**config.mk**
```make
export PLATFORM = sky130hd
export DESIGN_NAME = razor_out_reg
export DESIGN_NICKNAME = d
export VERILOG_FILES = /design/src/rtl/razor_pkg.sv /design/src/rtl/razor_bit.sv /design/src/rtl/razor_or_reduce.sv /design/src/rtl/razor_out_reg.sv
export SDC_FILE = /design/constraint.sdc
export NUM_CORES = 1
export LEC_CHECK = 0
export BUFFER_PORTS_ARGS = -buffer_cell sky130_fd_sc_hd__clkbuf_2
export CORE_ASPECT_RATIO = 0.75
export CORE_MARGIN = 5
export CORE_UTILIZATION = 50
export CTS_CLUSTER_SIZE = 28
export DETAILED_ROUTE_END_ITERATION = 7
export HOLD_SLACK_MARGIN = 0.05
export MAX_ROUTING_LAYER = met4
export PLACE_DENSITY_LB_ADDON = 0.08
export REMOVE_ABC_BUFFERS = 1
export SYNTH_ARGS = -nofsm -noshare
export SYNTH_HDL_FRONTEND = slang
export SYNTH_SLANG_ARGS = --single-unit
```
**constraint.sdc**
```tcl
create_clock -name clk -period 2.9 [get_ports clk]
set_input_delay 0.29 -clock clk [delete_from_list [all_inputs] [get_ports clk]]
set_output_delay 0.29 -clock clk [all_outputs]
set_load 0.02 [all_outputs]
```
**src/rtl/razor_pkg.sv**
```systemverilog
// Package: shared defaults for the late-sample checking register.
// Assumes the product is twice the operand width.
package razor_pkg;
    localparam int unsigned DEF_OPND_W = 8;

    function automatic int unsigned prod_width(input int unsigned opnd_w);
        return 2 * opnd_w;
    endfunction
endpackage

```
**src/rtl/razor_bit.sv**
```systemverilog
// One result bit: a main flop and a shadow copy, with a mismatch output.
// Assumes fix and cap are never both acted on (fix wins), and that
// res_late is stable by the time of the capture edge.
module razor_bit (
    input  logic clk,
    input  logic rst_n,
    input  logic cap,
    input  logic fix,
    input  logic d_main,
    input  logic d_late,
    output logic q,
    output logic mis
);
    logic main_r;
    logic shad_r;

    // Capture both samples, or restore the main flop from the shadow on a fix.
    always_ff @(posedge clk) begin
        if (!rst_n) begin
            main_r <= 1'b0;
            shad_r <= 1'b0;
        end else if (fix) begin
            main_r <= shad_r;
        end else if (cap) begin
            main_r <= d_main;
            shad_r <= d_late;
        end
    end

    // Compare the two stored samples.
    always_comb mis = main_r ^ shad_r;

    assign q = main_r;
endmodule

```
**src/rtl/razor_or_reduce.sv**
```systemverilog
// Wide OR of the per-bit mismatch flags.
// Assumes the vector is at least one bit wide.
module razor_or_reduce #(
    parameter int unsigned W = 16
) (
    input  logic [W-1:0] vec,
    output logic         any
);
    // Fold all bits into a single flag.
    always_comb begin
        any = 1'b0;
        for (int i = 0; i < W; i++) begin
            any = any | vec[i];
        end
    end
endmodule

```
**src/rtl/razor_out_reg.sv**
```systemverilog
// Result register with late-sample checking and in-place correction.
// The error flag rises one cycle after a faulty capture. On that edge the
// shadow value replaces the main value, and a coinciding capture is dropped
// so that upstream control can replay it.
module razor_out_reg #(
    parameter int unsigned OPND_W = razor_pkg::DEF_OPND_W,
    localparam int unsigned W     = razor_pkg::prod_width(OPND_W)
) (
    input  logic         clk,
    input  logic         rst_n,
    input  logic         cap_en,
    input  logic [W-1:0] res_main,
    input  logic [W-1:0] res_late,
    output logic [W-1:0] q,
    output logic         err
);
    logic [W-1:0] bit_mis;
    logic         any_mis;
    logic         pend_r;
    logic         fix;
    logic         cap_go;
    logic         err_r;

    // A correction is due when the last capture disagrees with its shadow.
    assign fix    = pend_r & any_mis;
    assign cap_go = cap_en & ~fix;

    genvar g;
    generate
        for (g = 0; g < W; g++) begin : g_bit
            razor_bit u_bit (
                .clk    (clk),
                .rst_n  (rst_n),
                .cap    (cap_go),
                .fix    (fix),
                .d_main (res_main[g]),
                .d_late (res_late[g]),
                .q      (q[g]),
                .mis    (bit_mis[g])
            );
        end
    endgenerate

    razor_or_reduce #(.W(W)) u_or (
        .vec (bit_mis),
        .any (any_mis)
    );

    // Mark that a fresh result sits in the register, and register the error.
    always_ff @(posedge clk) begin
        if (!rst_n) begin
            pend_r <= 1'b0;
            err_r  <= 1'b0;
        end else begin
            pend_r <= cap_go;
            err_r  <= fix;
        end
    end

    assign err = err_r;
endmodule

```
======== Yosys cells after proc, flatten, opt, wreduce, memory -nomap -nowiden ========
Cells that the tools add are included.
storage, ports and cells
  logic and storage cells ................. 102
  bits of input ports ..................... 35
  output and inout port bits .............. 17
  bits in registers ....................... 34
operators by class
  bitwise logic cells ..................... 34
  reduce and logical (&&, ||, !) cells .... 2
  multiplexer cells ....................... 32
operators by type and width
  operator             count
  1-bit two-way mux    32
  1-bit bitwise XOR    16
  1-bit OR             15
  1-bit AND            2
  2-bit AND reduction  1
  2-bit nonzero test   1
  1-bit inverter       1

======== Depth between registers and ports, before layout ========
  depth in word-level cells ............... 21
  depth in mapped cells ................... 6
  depth with buffers taken out ............ 5

======== By module ========
Synthesis repeated with hierarchy kept, for this count alone.
unflattened totals
  cell total of the unflattened synthesis .. 171
  area total of the unflattened synthesis .. 1745.4 sq um
modules (own cells, without submodules)
  module           sequential area each (sq um)  area an instance (sq um)  instances  cells an instance
  razor_bit        40.0                          102.6                     16         10
  razor_out_reg    40.0                          72.6                      1          6
  razor_or_reduce  0.0                           31.3                      1          5

======== Worst setup path before layout ========
OpenSTA, ideal clock, no wires.
  path kind ............................... flip-flop to flip-flop
  start point ............................. register g_bit[13].u_bit.main_r
  end point ............................... register g_bit[0].u_bit.main_r
  cell stages (with the launch flop) ...... 7
  arrival ................................. 1.526 ns
  path slack .............................. 1.227 ns
  required time ........................... 2.754 ns
  buffers on the path ..................... 2
  cells stage by stage .................... dfxtp_1 xnor2_1 nand4_1 o41ai_4 buf_6 buf_6 a211oi_2
on the way
  longest elaborated chain between the ends .. 8
  elaborated cells between the ends (all ways) .. 9
  those cells by class .................... 1 x mux; 7 x bitwise; 1 x reduce/logical
ends and longest elaborated chain
  element                              RTL line               source
  start, declared                      razor_bit.sv:14        logic main_r;
  start signal, assigned               razor_bit.sv:23        main_r <= shad_r;
  start signal, assigned               razor_bit.sv:25        main_r <= d_main;
  1-bit bitwise XOR *                  razor_bit.sv:31        always_comb mis = main_r ^ shad_r;
  1-bit OR * (3 in series)             razor_or_reduce.sv:13  any = any | vec[i];
  1-bit AND *                          razor_out_reg.sv:25    assign fix = pend_r & any_mis;
  1-bit inverter (no source line)      -
  1-bit AND                            razor_out_reg.sv:26    assign cap_go = cap_en & ~fix;
  2-bit nonzero test (no source line)  -
  end signal, assigned                 razor_bit.sv:23
  end signal, assigned                 razor_bit.sv:25
  end, declared                        razor_bit.sv:14
Every way passes the cells marked *; elsewhere a longest branch is shown, timed or not.
A chain may end at the register's enable or synchronous reset.

======== Worst setup path after layout ========
  start point ............................. register g_bit[8].u_bit.main_r
  end point ............................... register g_bit[15].u_bit.main_r
on the way
  longest elaborated chain between the ends .. 13
  elaborated cells between the ends (all ways) .. 14
  those cells by class .................... 1 x mux; 12 x bitwise; 1 x reduce/logical
ends and longest elaborated chain
  element                              RTL line
  start, declared                      razor_bit.sv:14
  start signal, assigned               razor_bit.sv:23
  start signal, assigned               razor_bit.sv:25
  1-bit bitwise XOR *                  razor_bit.sv:31
  1-bit OR * (8 in series)             razor_or_reduce.sv:13
  1-bit AND *                          razor_out_reg.sv:25
  1-bit inverter (no source line)      -
  1-bit AND                            razor_out_reg.sv:26
  2-bit nonzero test (no source line)  -
  end signal, assigned                 razor_bit.sv:23
  end signal, assigned                 razor_bit.sv:25
  end, declared                        razor_bit.sv:14
Marks and branches as above.

==> impl_metrics.ini <==
[placed_design]
pre_cts_ws_ps = 1000
dpl.hpwl_microns = 2560
portBuffers = 51
dp.cells = 251
placed_area_sq_um = 1900
place.gp.congestion = 0.759

[floorplan]
dieHeight_microns = 61.6
die_x_microns = 78.8
die-area_sq_um = 4850
start_util = 0.529
io_pins = 52
core_area_sq_um = 3360
rows = 18

[finish]
final_cells = 257
syn_to_final_growth_pct = 11.5
fillers = 305
final_cell_mix = clkbuf_2, dfxtp_1, nor2_1
finalInstanceArea_sq_um = 1980
fin_util = 0.590
antenna_cells = 0
final_nets = 253
layout_commonest_cell = clkbuf_2
final_layout_size_suffix_gt1_frac = 0.359

[synthesis]
yosysWarningCount = 0
avgSynthCellArea_sq_um = 9.55
synth_area_sq_um = 1780
ys_types = 19
ys_ff_latch = 34
syn_inst = 186
ys_seq_area_frac = 0.383

[critical_path]
reg2reg_to = g_bit[15].u_bit.q
crit_end = g_bit[15].u_bit.q
path_class = flop to flop
reg2regPathDepth = 6
path_max_fanout = 32
worst_setup_path_start_kind = flop
critical_path_arrival_ps = 2080
cp-startpoint = g_bit[8].u_bit.q
r2r_slack_ps = 1020
cp-end-kind = flop
cp.required_ps = 3100
crit-reg2reg-launch = g_bit[8].u_bit.q

[detailed_routing]
dr.pass1.iters = 4
routed_wl_microns = 3580
post_drt_wl_per_cell_microns = 13.9
vias_per_cell = 5.31
num_vias = 1364
drtIter0Drc = 91
drc_errors = 0
antenna_left = 0

[sta]
timing.final.crit_share = 0.647
setup_viol = 0
whs_ps = 246
post-route-min-period_ps = 1880
rsz0062_at_grt = false
clock.fmax_ghz = 0.533
setup_tns_ps = 0
fin_worst_skew_ps = 1.96
worstMarginPinSlew_ps = 585
slew_headroom = 0.610
fin_ws_ps = 1020
finalHoldViolations = 0
slew_viol_final = 0

[flow_run]
drv_cap = 0

[min_path]
hp-class = input port to flop

[grt]
grt.overflow.total = 0
busiest_layer = met2
met3_usage = 0.0424
grt_util_met2 = 0.281
grt_pass1_wl_microns = 5940
grt_pass1_vias = 1363
antenna_found_initial = 0
grt_max_degree = 35
gr-usage-all-layers = 0.162
met1_usage = 0.190

[power]
p_per_area_nw_per_um2 = 547
vdd_ir_drop_max_mv = 0.292
p_leak_nw = 0.838
totalPowerFinal_mw = 1.08

[outcome]
outcome = finished clean

[clock_network]
ctsHoldBuffers = 0
htreeDepth = 2
path_clk_slew_ps = 60
clk_latency_ps = 270
cts_root_buffer = clkbuf_8
cts_buffers = 5
cts_setup_buffers = 0
cts.path.max_buffers = 2
ctsResizeCount = 0
cts_sinks = 34
cts_tree = built
## cell families (layout without fill, tap and decap cells)
logic type,after synthesis,after routing,share of synthesized area
AO/OA/AOI/OAI,50,50,0.225
AND/OR/NAND/NOR,38,38,0.0980
flip-flops,34,34,0.383
buffers and inverters,32,63,0.125
XOR/XNOR,16,16,0.0789
multiplexers,16,16,0.0902
## power breakdown
part           leakage [nW]  internal, mW  total (mW)  switching, mW
combinational         0.514        0.0946       0.218          0.124
sequential            0.281         0.501       0.529         0.0289
clock                0.0431         0.183       0.336          0.153
total                 0.838         0.778        1.08          0.305
## metal layers
metal	vias to the layer above	wire, microns
li1	705	-
met1	622	1770
met2	37	1640
met3	0	170
met4	0	0
met5	-	0
## registers in the layout (all words and copies together), names as in the netlist
name,count
g_bit.u_bit.q,16
err,1
pend_r,1
g_bit.u_bit.shad_r,16
## final cells by class
class | instances | area (sq um) | share of cell area
clock buffers | 6 | 82.6 | 0.0417
well taps | 40 | 50.0 | 0.0253
multi-input cells | 120 | 873 | 0.441
inverters | 2 | 7.51 | 0.00379
repair buffers | 55 | 285 | 0.144
flip-flops and latches | 34 | 681 | 0.344
## critical path, cell delays in order (launching register included)
cell and delay, ps:
dfxtp_1 330, xnor2_1 170, nand4_1 200, o41ai_4 400, buf_4 390, nor2_1 110
a211oi_2 190
## Yosys cell counts, drive strengths merged
cell	number	share of area
dfxtp	34	0.38
buf	24	0.11
nor2	17	0.036
a211oi	16	0.11
a21oi	16	0.045
mux2i	16	0.090
nand3	16	0.045
o21ai	16	0.045
xnor2	16	0.079
clkbuf	6	0.013
nand4	4	0.014
clkinv	1	0.0021
inv	1	0.0021
nor3	1	0.0028
o41a	1	0.0063
o41ai	1	0.016
## how the worst min path moves through the flow
stage,startpoint,endpoint,cells past startpoint
final,res_late[8],g_bit[8].u_bit.shad_r,3
after global placement,g_bit[7].u_bit.shad_r,g_bit[7].u_bit.shad_r,2
after floorplan,res_late[0],g_bit[0].u_bit.shad_r,2
after global routing,res_late[8],g_bit[8].u_bit.shad_r,3
after detailed placement,g_bit[7].u_bit.shad_r,g_bit[7].u_bit.shad_r,2
after CTS,res_late[15],g_bit[15].u_bit.shad_r,3
No activity file was read; power rests on OpenSTA's default activity.
